File: config.mk
export PLATFORM = sky130hd
export DESIGN_NAME = link_flow_ctrl
export DESIGN_NICKNAME = d
export VERILOG_FILES = /design/src/rtl/lfc_pkg.sv /design/src/rtl/lfc_credit_counter.sv /design/src/rtl/lfc_occ_tracker.sv /design/src/rtl/lfc_credit_return.sv /design/src/rtl/link_flow_ctrl.sv
export SDC_FILE = /design/constraint.sdc
export NUM_CORES = 1
export LEC_CHECK = 0
export BUFFER_PORTS_ARGS = -buffer_cell sky130_fd_sc_hd__buf_4
export CELL_PAD_IN_SITES_DETAIL_PLACEMENT = 0
export CELL_PAD_IN_SITES_GLOBAL_PLACEMENT = 1
export CORE_MARGIN = 2
export CORE_UTILIZATION = 47
export CTS_CLUSTER_SIZE = 12
export DETAILED_ROUTE_END_ITERATION = 8
export PLACE_DENSITY_LB_ADDON = 0.1
export RECOVER_POWER = 25
export SLEW_MARGIN = 20
export SYNTH_ARGS = -nofsm -noshare
export SYNTH_HDL_FRONTEND = slang
export SYNTH_SLANG_ARGS = --single-unit
File: constraint.sdc
create_clock -name clk -period 3.45 [get_ports clk]
set_clock_uncertainty 0.15 [all_clocks]
set_input_delay 0.1725 -clock clk [delete_from_list [all_inputs] [get_ports clk]]
set_output_delay 0.1725 -clock clk [all_outputs]
set_load 0.005 [all_outputs]
File: src/rtl/lfc_pkg.sv
package lfc_pkg;

    typedef enum logic {
        FC_CREDIT = 1'b0,
        FC_ONOFF  = 1'b1
    } fc_mode_e;

    localparam int LVL_W = 16;
    typedef logic [LVL_W-1:0] lvl_t;

    typedef struct packed {
        lvl_t val;
        logic bad;
    } lvl_step_t;

    // One bounded up/down step. Simultaneous up and down cancel out.
    // An illegal step keeps the old value and reports it.
    function automatic lvl_step_t lvl_step(lvl_t cur, logic up, logic dn, lvl_t lim);
        lvl_step_t r;
        r.val = cur;
        r.bad = 1'b0;
        if (up && !dn) begin
            if (cur >= lim) r.bad = 1'b1;
            else            r.val = cur + lvl_t'(1);
        end else if (dn && !up) begin
            if (cur == '0)  r.bad = 1'b1;
            else            r.val = cur - lvl_t'(1);
        end
        return r;
    endfunction

    // Two-level comparator with memory between the levels.
    function automatic logic hyst_next(lvl_t lvl, logic cur, lvl_t hi, lvl_t lo);
        logic n;
        if (lvl >= hi)      n = 1'b1;
        else if (lvl <= lo) n = 1'b0;
        else                n = cur;
        return n;
    endfunction

endpackage

File: src/rtl/lfc_credit_counter.sv
module lfc_credit_counter #(
    parameter int DEPTH = 8
) (
    input  logic         clk,
    input  logic         rst,
    input  logic         take,
    input  logic         give,
    output logic         can_send,
    output lfc_pkg::lvl_t level,
    output logic         bad
);
    import lfc_pkg::*;

    lvl_t      cnt_q;
    lvl_step_t nxt;

    always_comb begin
        nxt = lvl_step(cnt_q, give, take, lvl_t'(DEPTH));
    end

    always_ff @(posedge clk) begin
        if (rst) cnt_q <= lvl_t'(DEPTH);
        else     cnt_q <= nxt.val;
    end

    assign can_send = (cnt_q != '0);
    assign level    = cnt_q;
    assign bad      = nxt.bad && !rst;
endmodule

File: src/rtl/lfc_occ_tracker.sv
module lfc_occ_tracker #(
    parameter int DEPTH   = 8,
    parameter int OFF_LVL = 5,
    parameter int ON_LVL  = 3
) (
    input  logic         clk,
    input  logic         rst,
    input  logic         push,
    input  logic         pop,
    output logic         stop,
    output lfc_pkg::lvl_t level,
    output logic         bad
);
    import lfc_pkg::*;

    lvl_t      occ_q;
    logic      stop_q;
    lvl_step_t nxt;

    always_comb begin
        nxt = lvl_step(occ_q, push, pop, lvl_t'(DEPTH));
    end

    always_ff @(posedge clk) begin
        if (rst) begin
            occ_q  <= '0;
            stop_q <= 1'b0;
        end else begin
            occ_q  <= nxt.val;
            stop_q <= hyst_next(nxt.val, stop_q, lvl_t'(OFF_LVL), lvl_t'(ON_LVL));
        end
    end

    assign stop  = stop_q;
    assign level = occ_q;
    assign bad   = nxt.bad && !rst;
endmodule

File: src/rtl/lfc_credit_return.sv
module lfc_credit_return #(
    parameter int VC_W = 2
) (
    input  logic            clk,
    input  logic            rst,
    input  logic            deq_valid,
    input  logic [VC_W-1:0] deq_vc,
    output logic            crd_valid,
    output logic [VC_W-1:0] crd_vc
);
    always_ff @(posedge clk) begin
        if (rst) begin
            crd_valid <= 1'b0;
            crd_vc    <= '0;
        end else begin
            crd_valid <= deq_valid;
            if (deq_valid) crd_vc <= deq_vc;
        end
    end
endmodule

File: src/rtl/link_flow_ctrl.sv
module link_flow_ctrl #(
    parameter int                NUM_VC = 4,
    parameter int                DEPTH  = 8,
    parameter int                RTT    = 3,
    parameter int                ON_GAP = 2,
    parameter lfc_pkg::fc_mode_e MODE   = lfc_pkg::FC_CREDIT,
    localparam int               VC_W   = (NUM_VC > 1) ? $clog2(NUM_VC) : 1
) (
    input  logic              clk,
    input  logic              rst,
    input  logic              snd_valid,
    input  logic [VC_W-1:0]   snd_vc,
    input  logic              crd_in_valid,
    input  logic [VC_W-1:0]   crd_in_vc,
    input  logic [NUM_VC-1:0] stop_in,
    output logic [NUM_VC-1:0] snd_ok,
    output logic              up_err,
    input  logic              enq_valid,
    input  logic [VC_W-1:0]   enq_vc,
    input  logic              deq_valid,
    input  logic [VC_W-1:0]   deq_vc,
    output logic              crd_out_valid,
    output logic [VC_W-1:0]   crd_out_vc,
    output logic [NUM_VC-1:0] stop_out,
    output logic              dn_err
);
    import lfc_pkg::*;

    localparam int OFF_LVL = DEPTH - RTT;
    localparam int ON_LVL  = OFF_LVL - ON_GAP;

    logic [NUM_VC-1:0] take_v, give_v, push_v, pop_v;
    logic [NUM_VC-1:0] up_bad_v, dn_bad_v, occ_stop_v;
    lvl_t              cnt_lvl [NUM_VC];
    lvl_t              occ_lvl [NUM_VC];
    logic              up_err_q, dn_err_q;
    logic              ret_valid;
    logic [VC_W-1:0]   ret_vc;

    // Per-VC event decode
    for (genvar v = 0; v < NUM_VC; v++) begin : g_dec
        assign take_v[v] = snd_valid    && (snd_vc    == VC_W'(v));
        assign give_v[v] = crd_in_valid && (crd_in_vc == VC_W'(v));
        assign push_v[v] = enq_valid    && (enq_vc    == VC_W'(v));
        assign pop_v[v]  = deq_valid    && (deq_vc    == VC_W'(v));
    end

    // Upstream side: counters or stop-line gating
    if (MODE == FC_CREDIT) begin : g_up_credit
        logic unused_stop_in;
        assign unused_stop_in = ^stop_in;
        for (genvar v = 0; v < NUM_VC; v++) begin : g_cnt
            lfc_credit_counter #(.DEPTH(DEPTH)) u_cnt (
                .clk      (clk),
                .rst      (rst),
                .take     (take_v[v]),
                .give     (give_v[v]),
                .can_send (snd_ok[v]),
                .level    (cnt_lvl[v]),
                .bad      (up_bad_v[v])
            );
        end
    end else begin : g_up_onoff
        logic unused_credit;
        assign unused_credit = ^{give_v, take_v};
        assign snd_ok   = ~stop_in;
        assign up_bad_v = '0;
        for (genvar v = 0; v < NUM_VC; v++) begin : g_zero
            assign cnt_lvl[v] = '0;
        end
    end

    // Downstream side: occupancy in both modes (error detection), stop in on/off
    for (genvar v = 0; v < NUM_VC; v++) begin : g_occ
        lfc_occ_tracker #(
            .DEPTH   (DEPTH),
            .OFF_LVL (OFF_LVL),
            .ON_LVL  (ON_LVL)
        ) u_occ (
            .clk   (clk),
            .rst   (rst),
            .push  (push_v[v]),
            .pop   (pop_v[v]),
            .stop  (occ_stop_v[v]),
            .level (occ_lvl[v]),
            .bad   (dn_bad_v[v])
        );
    end

    lfc_credit_return #(.VC_W(VC_W)) u_ret (
        .clk       (clk),
        .rst       (rst),
        .deq_valid (deq_valid),
        .deq_vc    (deq_vc),
        .crd_valid (ret_valid),
        .crd_vc    (ret_vc)
    );

    if (MODE == FC_CREDIT) begin : g_dn_credit
        logic unused_dn;
        assign unused_dn = ^occ_stop_v;
        assign stop_out      = '0;
        assign crd_out_valid = ret_valid;
        assign crd_out_vc    = ret_vc;
    end else begin : g_dn_onoff
        logic unused_ret;
        assign unused_ret = ^{ret_valid, ret_vc};
        assign stop_out      = occ_stop_v;
        assign crd_out_valid = 1'b0;
        assign crd_out_vc    = '0;
    end

    // Sticky error flags
    always_ff @(posedge clk) begin
        if (rst) begin
            up_err_q <= 1'b0;
            dn_err_q <= 1'b0;
        end else begin
            up_err_q <= up_err_q | (|up_bad_v);
            dn_err_q <= dn_err_q | (|dn_bad_v);
        end
    end

    assign up_err = up_err_q;
    assign dn_err = dn_err_q;

    logic unused_lvl;
    always_comb begin
        unused_lvl = 1'b0;
        for (int v = 0; v < NUM_VC; v++) unused_lvl = unused_lvl ^ (^occ_lvl[v]);
    end

    // Flattened counter levels for the bound checker
    logic [NUM_VC-1:0][LVL_W-1:0] cnt_flat;
    for (genvar v = 0; v < NUM_VC; v++) begin : g_flat
        assign cnt_flat[v] = cnt_lvl[v];
    end

endmodule

==> impl_metrics.py, run 1 <==
metrics = {
    "sta": {
        "final.min_clock_period_ns": 2.863,
        "fin_ws_ns": 0.5868,
        "rsz0062_at_grt": "false",
        "slew_headroom": 0.1141,
        "worst_pin_slew_ns": 1.329,
        "max_freq_mhz": 349.3,
        "setup_tns_ns": 0,
        "setup-violations-final": 0,
        "maxSlewViolCount": 0,
        "finalHoldViolCount": 0,
        "period_share": 0.8299,
    },
    "yosys": {
        "synth_edf_count": 0,
        "syn-cell-area_um2": 8683,
        "syn_inst": 1143,
        "ys_warn_count": 0,
        "synth_top_cell_by_area": "dfxtp_1",
        "syn_area_per_cell_um2": 7.597,
        "yosys.area.top_type_share": 0.3066,
        "ys_seq_elements": 133,
        "synth_area_leaders": "dfxtp_1 31%, nor2_1 6.7%, a21oi_1 5.2%",
        "ys_seq_area_frac": 0.3066,
        "synth-main-ff-cell": "dfxtp_1",
        "async_reset_ff_frac": 0,
        "synth_cell_types": 75,
    },
    "route": {
        "ant_nets": 0,
        "wl_per_cell_um": 15.70,
        "wl_mm": 21.76,
        "drt_iter0_markers": 435,
        "vias_per_cell": 6.043,
        "first_pass_iters": 5,
        "route.detailed.drc": 0,
        "via_count": 8375,
    },
    "global_route": {
        "use_met3": 0.04479,
        "grt_max_degree": 71,
        "gr-total-overflow": 0,
        "use_met1": 0.3074,
        "busiest_layer": "met2",
        "antenna_found_initial": 0,
        "grt_util_met2": 0.3659,
        "grtUsageTotal": 0.2245,
        "grt_pass1_wl_mm": 37.30,
        "grt_pass1_vias": 7674,
    },
    "cts": {
        "cts.path.max_buffers": 2,
        "cts_tree": "built",
        "clkLatencyLatePin_ns": 0.42,
        "root_buffer": "clkbuf_16",
        "cts.clk_slew.worst_paths_ns": 0.06,
        "clock-sinks": 133,
        "cts_buffers": 17,
        "cts_max_level": 4,
        "cts_setup_buffers": 0,
    },
    "critical_path": {
        "required_ns": 3.64,
        "critical_path.startpoint_type": "input pin",
        "critical_path_class": "input pin to flip-flop",
        "rrSetupSlack_ns": 0.71,
        "critPathCaptureType": "flip-flop",
        "r2r_cells": 6,
        "critical_path.max_fanout": 13,
        "arrival_ns": 3.05,
    },
    "placed_design": {
        "gp_congestion": 0.8103,
        "portBuffers": 22,
        "dp_hpwl_mm": 14.66,
        "place_area_um2": 8982,
        "dp.cells": 1346,
        "pre_cts_slack_ns": 0.7454,
    },
    "pwr": {
        "power_density_nw_per_um2": 540.1,
        "switchingPower_mw": 1.804,
        "power_mw": 5.194,
        "p_leak_nw": 3.398,
        "swShare": 0.3474,
        "internal_power_mw": 3.390,
        "power.share.clock": 0.333,
        "p_comb_frac": 0.311,
        "p_seq_frac": 0.356,
        "ir_drop_mv": 0.3673,
    },
    "die": {
        "core_um2": 18020,
        "io_pins": 31,
        "die-area_um2": 19580,
        "die_h_um": 139.9,
        "start_util": 0.4817,
        "rows": 49,
        "dieWidth_um": 139.9,
    },
    "hold_path": {
        "hp-class": "input pin to flip-flop",
        "whs_path_depth": 5,
    },
    "finish": {
        "nets": 1187,
        "fillCellCount": 1796,
        "drive_gt1_frac": 0.08557,
        "area_growth_pct": 10.75,
        "n_antenna_cell": 0,
        "stdcell_area_um2": 9617,
        "finalNonFillerCells": 1386,
    },
    "run_status": {
        "status": "completed",
    },
    "flow_run": {
        "maxCapViolations": 0,
    },
}
## metal layers
| layer | up-vias | wire length (µm) | part of all wire |
|---|---|---|---|
| met2 | 167 | 10000 | 0.46 |
| met3 | 22 | 844 | 0.039 |
| met5 | - | 0 | 0 |
| li1 | 4274 | - | - |
| met4 | 0 | 193 | 0.0089 |
| met1 | 3912 | 10720 | 0.49 |
## flip-flops by register name, summed over array words and instances, names as in the netlist
signal                         count
dn_err                             1
g_occ.u_occ.level                 64
g_up_credit.g_cnt.u_cnt.level     64
u_ret.crd_valid                    1
u_ret.crd_vc                       2
up_err                             1
## timing repair
item	4_1_cts	5_1_grt
resized for setup	0	0
hold buffers	9	0
endpoints found under the hold margin	14	0
## layout make-up
class,instances,area (µm²),share of cell area
inverter,26,97.59,0.01015
clock buffer,22,484.2,0.05035
sequential,133,2663,0.2769
clock inverter,9,77.57,0.008067
tap,229,286.5,0.02979
timing repair buffer,51,400.4,0.04163
multi-input combinational,916,5608,0.5831
## worst paths after layout
kind | from | end
max | deq_vc[0] | g_occ[2].u_occ.level[3]$_SDFFE_PP0P_
min | snd_vc[1] | up_err$_SDFF_PP0_
max reg2reg | g_occ[1].u_occ.level[8]$_SDFFE_PP0P_ | g_occ[1].u_occ.level[11]$_SDFFE_PP0P_
min reg2reg | g_up_credit.g_cnt[1].u_cnt.level[15]$_SDFFE_PP0P_ | g_up_credit.g_cnt[1].u_cnt.level[15]$_SDFFE_PP0P_
## Yosys cell counts, drive strengths merged, types with 7 or more instances
library cell / count
o22ai: 14
o221ai: 8
nor3b: 11
ha: 24
clkbuf: 50
nand3: 32
nand2: 78
a211oi: 26
o31ai: 7
or2: 9
nor4: 28
nand2b: 11
nor2: 157
o21ai: 62
a311oi: 23
inv: 26
and3: 19
nor2b: 7
a31oi: 13
or4: 25
and3b: 8
xor2: 18
or3: 22
dfxtp: 133
a21oi: 91
nor3: 56
nand4: 27
a22o: 9
buf: 21
nand3b: 8
xnor2: 33
and2: 7
a22oi: 13
## cells in the final DEF (no fill, tap or decap), types with 25 or more instances in the layout
cell      count
nor4_1       25
nand4_1      27
a211oi_1     26
xnor2_1      33
nor3_1       56
dfxtp_1     133
a21oi_1      91
inv_1        26
o21ai_0      59
nand2_1      78
nor2_1      154
buf_4        32
nand3_1      31
## logic make-up after synthesis
family / Yosys count / share of synthesized area
DFF: 133 / 0.3066
AOI/OAI and AO/OA: 306 / 0.2282
adders and majority gates: 24 / 0.03458
buffers and inverters: 97 / 0.04885
and+or+nand+nor: 527 / 0.3249
xor gates and xnor gates: 51 / 0.05144
other: 1 / 0.0004319
muxes: 4 / 0.004899
## critical path, cell delays in order
cell	delay (ns)
dlygate4sd3_1	0.53
clkbuf_1	0.18
and3b_1	0.27
nand2_1	0.27
a31oi_1	0.64
nor2_2	0.29
or4_1	0.56
a21oi_1	0.16
## through the flow
| stage | hold slack, ns | utilization |
|---|---|---|
| final | 0.2154 | 0.5335 |
| after CTS | 0.1937 | 0.5345 |
| after floorplan | 0.1697 | - |
| after global routing | 0.2572 | 0.5335 |
| after global placement | 0.3073 | 0.4983 |
| after detailed placement | 0.3146 | 0.4983 |
## power by group through the flow
stage	combinational, mW	clock [mW]	sequential (mW)
global route	1.82	1.84	1.87
detailed placement	1.59	0	1.88
finish	1.61	1.73	1.85
CTS	1.62	1.78	1.84
global placement	1.59	0	1.88
floorplan	1.28	0	1.82
(Power assumes the default switching activity.)
==> inputs of run 2 (changes only) <==
--- a/config.mk
+++ b/config.mk
@@ -5,11 +5,12 @@
 export SDC_FILE = /design/constraint.sdc
 export NUM_CORES = 1
 export LEC_CHECK = 0
+export ABC_AREA = 1
 export BUFFER_PORTS_ARGS = -buffer_cell sky130_fd_sc_hd__buf_4
 export CELL_PAD_IN_SITES_DETAIL_PLACEMENT = 0
 export CELL_PAD_IN_SITES_GLOBAL_PLACEMENT = 1
 export CORE_MARGIN = 2
-export CORE_UTILIZATION = 47
+export CORE_UTILIZATION = 40
 export CTS_CLUSTER_SIZE = 12
 export DETAILED_ROUTE_END_ITERATION = 8
 export PLACE_DENSITY_LB_ADDON = 0.1
==> constraint.sdc (replaced) <==
create_clock -name clk -period 2.6 [get_ports clk]
set_clock_uncertainty 0.15 [all_clocks]
set_input_delay 0.13 -clock clk [delete_from_list [all_inputs] [get_ports clk]]
set_output_delay 0.13 -clock clk [all_outputs]
set_load 0.005 [all_outputs]
==> impl_metrics.py, run 2 <==
metrics = {
    "route": {
        "via_count": 10860,
        "first_pass_iters": 7,
        "drt_iter0_markers": 520,
        "ant_nets": 0,
        "wl_mm": 27.31,
        "wl_per_cell_um": 12.50,
        "route.detailed.drc": 3,
        "vias_per_cell": 4.971,
    },
    "sta": {
        "final.min_clock_period_ns": 2.241,
        "setup-violations-final": 0,
        "finalHoldViolCount": 0,
        "rsz0062_at_grt": "false",
        "period_share": 0.8618,
        "fin_ws_ns": 0.3593,
        "setup_tns_ns": 0,
        "max_freq_mhz": 446.3,
        "maxSlewViolCount": 0,
    },
    "yosys": {
        "ys_seq_elements": 133,
        "async_reset_ff_frac": 0,
        "syn-cell-area_um2": 10670,
        "yosys.area.top_type_share": 0.2496,
        "synth_common_cells": "508 x nand2_1, 365 x nor2_1, 183 x inv_1",
        "ys_warn_count": 0,
        "synth_area_leaders": "dfxtp_1 25%, nand2_1 18%, nor2_1 13%",
        "synth_edf_count": 0,
        "syn_inst": 1845,
        "synth_cell_types": 42,
        "synth_top_cell_by_area": "dfxtp_1",
        "ys_seq_area_frac": 0.2496,
        "yosysMostFrequentCell": "nand2_1",
        "synth-main-ff-cell": "dfxtp_1",
        "syn_area_per_cell_um2": 5.781,
    },
    "critical_path": {
        "critical_path.startpoint_type": "input pin",
        "critical_path.max_fanout": 10,
        "max_stage_delay_ns": 0.52,
        "r2r_cells": 8,
        "critical_path_class": "input pin to flip-flop",
        "arrival_ns": 2.40,
        "cp-startpoint": "deq_valid",
        "cp-endpoint": "g_occ[1].u_occ.level[7]$_SDFFE_PP0P_",
        "crit_chain": "dlygate4sd3_1 > buf_4 > nand2_1 > nor2_1 > nand2_1 > clkbuf_2 > inv_1 > nand2_1 > nand2_1 > nand3_1 > o21ai_0 > nor2_1",
        "cpMaxStageDelayCell": "dlygate4sd3_1",
        "timing.rr.end": "g_up_credit.g_cnt[0].u_cnt.level[3]$_SDFFE_PP1P_",
        "rrSetupSlack_ns": 0.46,
        "crit_top_cell": "nand2_1",
        "required_ns": 2.76,
        "r2r-start": "g_up_credit.g_cnt[0].u_cnt.level[8]$_SDFFE_PP0P_",
        "critPathCaptureType": "flip-flop",
    },
    "finish": {
        "multiInputGateArea_um2": 6766,
        "fillCellCount": 2919,
        "stdcell_area_um2": 11530,
        "nets": 1879,
        "drive_gt1_frac": 0.07405,
        "area_growth_pct": 8.070,
        "finalNonFillerCells": 2185,
        "layout_common_cells": "515 x nand2_1, 367 x nor2_1, 183 x inv_1",
        "finish.utilization": 0.4411,
        "n_antenna_cell": 0,
        "final-seq-area_um2": 2663,
        "layout_commonest_cell": "nand2_1",
    },
    "die": {
        "dieWidth_um": 167.3,
        "die_h_um": 167.3,
        "start_util": 0.4082,
        "rows": 59,
        "core_um2": 26130,
        "die-area_um2": 27990,
        "io_pins": 31,
    },
    "cts": {
        "cts.clk_slew.worst_paths_ns": 0.06,
        "cts_buffers": 17,
        "ctsResizeCount": 0,
        "cts.path.max_buffers": 2,
        "cts_max_level": 4,
        "clock-sinks": 133,
        "cts_tree": "built",
        "clkLatencyLatePin_ns": 0.42,
        "root_buffer": "clkbuf_16",
    },
    "hold_path": {
        "hp-class": "input pin to flip-flop",
    },
    "global_route": {
        "antenna_found_initial": 0,
        "grtUsageTotal": 0.2023,
        "gr-total-overflow": 0,
        "grt_max_degree": 33,
        "grt_pass1_wl_mm": 47.80,
        "grt_pass1_vias": 10010,
    },
    "placed_design": {
        "pre_cts_slack_ns": 0.5928,
        "dp_hpwl_mm": 19.77,
        "portBuffers": 22,
        "dp.cells": 2150,
        "place_area_um2": 10920,
        "gp_congestion": 0.8238,
    },
    "pwr": {
        "power_density_nw_per_um2": 659.0,
        "p_leak_nw": 5.281,
        "ir_drop_mv": 0.3983,
    },
    "run_status": {
        "status": "complete, but fails checks",
        "violations": "design-rule violations",
    },
    "flow_run": {
        "maxCapViolations": 0,
    },
}
[run 2: changes by cell type after synthesis, sizes merged, moves of 22 or more]
cell / delta
or4: -25
or3: -22
a211oi: -25
nor2: +226
nor4: -27
o21ai: +68
nor3: -34
a311oi: -23
nand3: +124
clkbuf: -37
nand2: +454
inv: +169
buf: +37
[run 2: logic make-up (layout without fill, tap and decap cells)]
| group | count (synthesis) | in the layout | synth area share |
|---|---|---|---|
| and+or+nand+nor | 1131 | 1131 | 0.4540 |
| AOI/OAI and AO/OA | 257 | 257 | 0.1286 |
| xor gates and xnor gates | 32 | 32 | 0.02628 |
| adders and majority gates | 24 | 24 | 0.02815 |
| DFF | 133 | 133 | 0.2496 |
| other | 1 | 4 | 0.0003516 |
| buffers and inverters | 267 | 269 | 0.1131 |
[run 2: layout make-up]
cell class              count  share of cell area
well taps                 335             0.03636
multi-input cells        1448              0.5870
clock buffers              20             0.03962
clock inverters            12             0.01520
repair buffers             41             0.02648
inverters                 196             0.06437
flip-flops and latches    133              0.2310
[run 2: metal layers]
layer | vias to the layer above | share of wire | GRT usage
met5 | - | 0 | 0
met4 | 0 | 0.0084 | 0.04537
met3 | 15 | 0.027 | 0.03285
met2 | 124 | 0.46 | 0.3388
met1 | 4869 | 0.51 | 0.2739
li1 | 5853 | - | -
[run 2: worst max-delay path, delay by kind of cell]
kind            cells  cell delay, ns
compound gates      1            0.18
buf+inv             4            1.18
simple gates        7            0.89
[run 2: how the worst min path moves through the flow]
stage	start	end	cells past startpoint
floorplan	rst	u_ret.crd_vc[1]$_SDFFE_PP0P_	1
global placement	deq_valid	u_ret.crd_vc[1]$_SDFFE_PP0P_	2
detailed placement	deq_valid	u_ret.crd_vc[1]$_SDFFE_PP0P_	2
CTS	crd_in_vc[0]	up_err$_SDFF_PP0_	6
global route	rst	g_up_credit.g_cnt[1].u_cnt.level[6]$_SDFFE_PP0P_	3
finish	crd_in_vc[0]	up_err$_SDFF_PP0_	6
[run 2: what timing repair did]
item                      in CTS  in global routing
hold buffers                   3                  0
setup buffers                  0                  0
hold endpoints to repair       3                  0
[run 2: where the power goes]
group,switching (mW),total (mW),internal [mW]
clock network,0.966,2.62,1.66
logic,1.67,2.50,0.834
registers,0.235,2.47,2.24
[run 2: per-stage QoR]
stage,hold slack (ns),power (mW)
after floorplan,0.05847,4.527
after global placement,0.2647,5.036
after detailed placement,0.2664,5.048
after CTS,0.1229,7.732
after global routing,0.1394,8.240
final,0.1386,7.596
==> inputs of run 3 (changes only) <==
--- a/config.mk
+++ b/config.mk
@@ -10,11 +10,12 @@
 export CELL_PAD_IN_SITES_DETAIL_PLACEMENT = 0
 export CELL_PAD_IN_SITES_GLOBAL_PLACEMENT = 1
 export CORE_MARGIN = 2
-export CORE_UTILIZATION = 40
+export CORE_UTILIZATION = 44
 export CTS_CLUSTER_SIZE = 12
 export DETAILED_ROUTE_END_ITERATION = 8
 export PLACE_DENSITY_LB_ADDON = 0.1
 export RECOVER_POWER = 25
+export SETUP_SLACK_MARGIN = 0.02
 export SLEW_MARGIN = 20
 export SYNTH_ARGS = -nofsm -noshare
 export SYNTH_HDL_FRONTEND = slang
==> constraint.sdc (replaced) <==
create_clock -name clk -period 2.1 [get_ports clk]
set_clock_uncertainty 0.15 [all_clocks]
set_input_delay 0.105 -clock clk [delete_from_list [all_inputs] [get_ports clk]]
set_output_delay 0.105 -clock clk [all_outputs]
set_load 0.005 [all_outputs]
==> impl_metrics.py, run 3 (synthesized netlist as in run 2, its figures left out) <==
metrics = {
    "critical_path": {
        "rrSetupSlack_ns": 0.18,
        "critical_path.startpoint_type": "flip-flop",
        "r2r_cells": 9,
        "arrival_ns": 2.13,
        "required_ns": 2.31,
        "r2r-start": "g_up_credit.g_cnt[1].u_cnt.level[9]$_SDFFE_PP0P_",
        "crit_chain": "nor2_1 > nand2_1 > nor2_1 > nand2_2 > nand3_2 > nand2_2 > inv_2 > o21ai_0 > nor2_1",
        "path_buf_inv": 1,
        "critical_path.max_fanout": 13,
        "max_stage_delay_ns": 0.37,
        "cpMaxStageDelayCell": "dfxtp_1",
        "critPathCaptureType": "flip-flop",
        "timing.rr.end": "g_up_credit.g_cnt[1].u_cnt.level[9]$_SDFFE_PP0P_",
        "critPathTopFamily": "simple AND/OR/NAND/NOR gates",
        "critical_path_class": "flip-flop to flip-flop",
        "crit_top_cell": "nor2_1",
    },
    "flow_run": {
        "maxCapViolations": 0,
    },
    "sta": {
        "fin_ws_ns": 0.1826,
        "setup-violations-final": 0,
        "period_share": 0.9131,
        "setup_tns_ns": 0,
        "final.min_clock_period_ns": 1.917,
        "rsz0062_at_grt": "false",
        "finalHoldViolCount": 0,
        "maxSlewViolCount": 0,
        "hold-worst-slack_ns": 0.06861,
        "max_freq_mhz": 521.5,
    },
    "pwr": {
        "power_mw": 9.667,
        "power.share.clock": 0.345,
        "power_density_nw_per_um2": 811.0,
        "p_seq_frac": 0.313,
        "switchingPower_mw": 3.640,
        "internal_power_mw": 6.028,
        "ir_drop_mv": 0.4644,
        "p_comb_frac": 0.342,
        "p_leak_nw": 5.480,
        "swShare": 0.3765,
    },
    "run_status": {
        "status": "completed",
    },
    "global_route": {
        "gr-total-overflow": 0,
        "grtUsageTotal": 0.2174,
        "antenna_found_initial": 0,
        "grt_pass1_vias": 10130,
        "grt_max_degree": 103,
        "grt_pass1_wl_mm": 47.51,
    },
    "die": {
        "dieWidth_um": 159.7,
        "rows": 56,
        "die_h_um": 159.7,
        "core_um2": 23610,
        "start_util": 0.4517,
        "io_pins": 31,
        "die-area_um2": 25500,
    },
    "route": {
        "route.detailed.drc": 0,
        "ant_nets": 0,
        "via_count": 11010,
        "drt_iter0_markers": 687,
        "first_pass_iters": 5,
        "wl_mm": 27.30,
        "vias_per_cell": 4.991,
        "wl_per_cell_um": 12.38,
    },
    "placed_design": {
        "pre_cts_slack_ns": 0.1528,
        "dp.cells": 2170,
        "gp_congestion": 0.8273,
        "portBuffers": 22,
        "dp_hpwl_mm": 19.45,
        "place_area_um2": 11220,
    },
    "cts": {
        "cts_max_level": 4,
        "clkLatencyLatePin_ns": 0.43,
        "root_buffer": "clkbuf_16",
        "cts.clk_slew.worst_paths_ns": 0.06,
        "clock-sinks": 133,
        "cts_buffers": 17,
        "cts.path.max_buffers": 2,
        "cts_tree": "built",
    },
    "finish": {
        "area_growth_pct": 11.75,
        "finish.utilization": 0.5048,
        "drive_gt1_frac": 0.1013,
        "layout_commonest_cell": "nand2_1",
        "stdcell_area_um2": 11920,
        "finalNonFillerCells": 2205,
        "nets": 1915,
        "layout_common_cells": "508 x nand2_1, 364 x nor2_1, 180 x inv_1",
        "n_antenna_cell": 0,
    },
    "hold_path": {
        "whs_path_depth": 4,
        "hold_start": "rst",
        "min_to": "g_up_credit.g_cnt[2].u_cnt.level[3]$_SDFFE_PP1P_",
        "hp-class": "input pin to flip-flop",
    },
}
-- run 3: worst register-to-register path, stage by stage, from the launching register on --
cell and delay [ns]:
dfxtp_1 0.37, nor2_1 0.19, nand2_1 0.10, nor2_1 0.23, nand2_2 0.13, nand3_2 0.08, nand2_2 0.12, inv_2 0.25
o21ai_0 0.11, nor2_1 0.12
-- run 3: worst max-delay path by stage --
stage	from	endpoint	cells after the start
finish	g_up_credit.g_cnt[1].u_cnt.level[9]$_SDFFE_PP0P_	g_up_credit.g_cnt[1].u_cnt.level[9]$_SDFFE_PP0P_	9
global route	g_up_credit.g_cnt[2].u_cnt.level[4]$_SDFFE_PP0P_	g_up_credit.g_cnt[2].u_cnt.level[14]$_SDFFE_PP0P_	8
CTS	g_occ[0].u_occ.level[9]$_SDFFE_PP0P_	g_occ[0].u_occ.level[10]$_SDFFE_PP0P_	8
detailed placement	g_occ[0].u_occ.level[9]$_SDFFE_PP0P_	g_occ[0].u_occ.level[10]$_SDFFE_PP0P_	8
global placement	g_occ[0].u_occ.level[9]$_SDFFE_PP0P_	g_occ[0].u_occ.level[10]$_SDFFE_PP0P_	8
floorplan	g_up_credit.g_cnt[1].u_cnt.level[8]$_SDFFE_PP0P_	g_up_credit.g_cnt[1].u_cnt.level[9]$_SDFFE_PP0P_	11
-- run 3: area by class of cell --
cell class / instances / area [µm²]
fillers: 2522 / 11690
repair buffers: 77 / 633.1
clock buffers: 19 / 442.9
multi-input cells: 1448 / 6829
flip-flops and latches: 133 / 2664
well taps: 319 / 399.1
clock inverters: 13 / 205.2
inverters: 196 / 747.0
-- run 3: metal layers --
layer | vias to the layer above | wire (µm) | track usage
met1 | 4902 | 13580 | 0.2949
li1 | 5927 | - | -
met3 | 22 | 840 | 0.02909
met2 | 154 | 12560 | 0.3660
met4 | 0 | 320 | 0.05165
met5 | - | 0 | 0
-- run 3: power groups by stage --
stage          logic [mW]  registers, mW  clock network [mW]
2_1_floorplan        2.58           3.03                   0
3_3_place_gp         3.20           3.07                   0
3_5_place_dp         3.24           3.07                   0
4_1_cts              3.26           3.02                3.41
5_1_grt              3.85           3.07                3.51
6_report             3.31           3.02                3.34
-- run 3: timing repair --
action,4_1_cts,5_1_grt
setup buffers,0,0
gates resized for setup,0,14
hold buffers,3,0
endpoints found under the setup margin,0,29
hold endpoints to repair,3,0
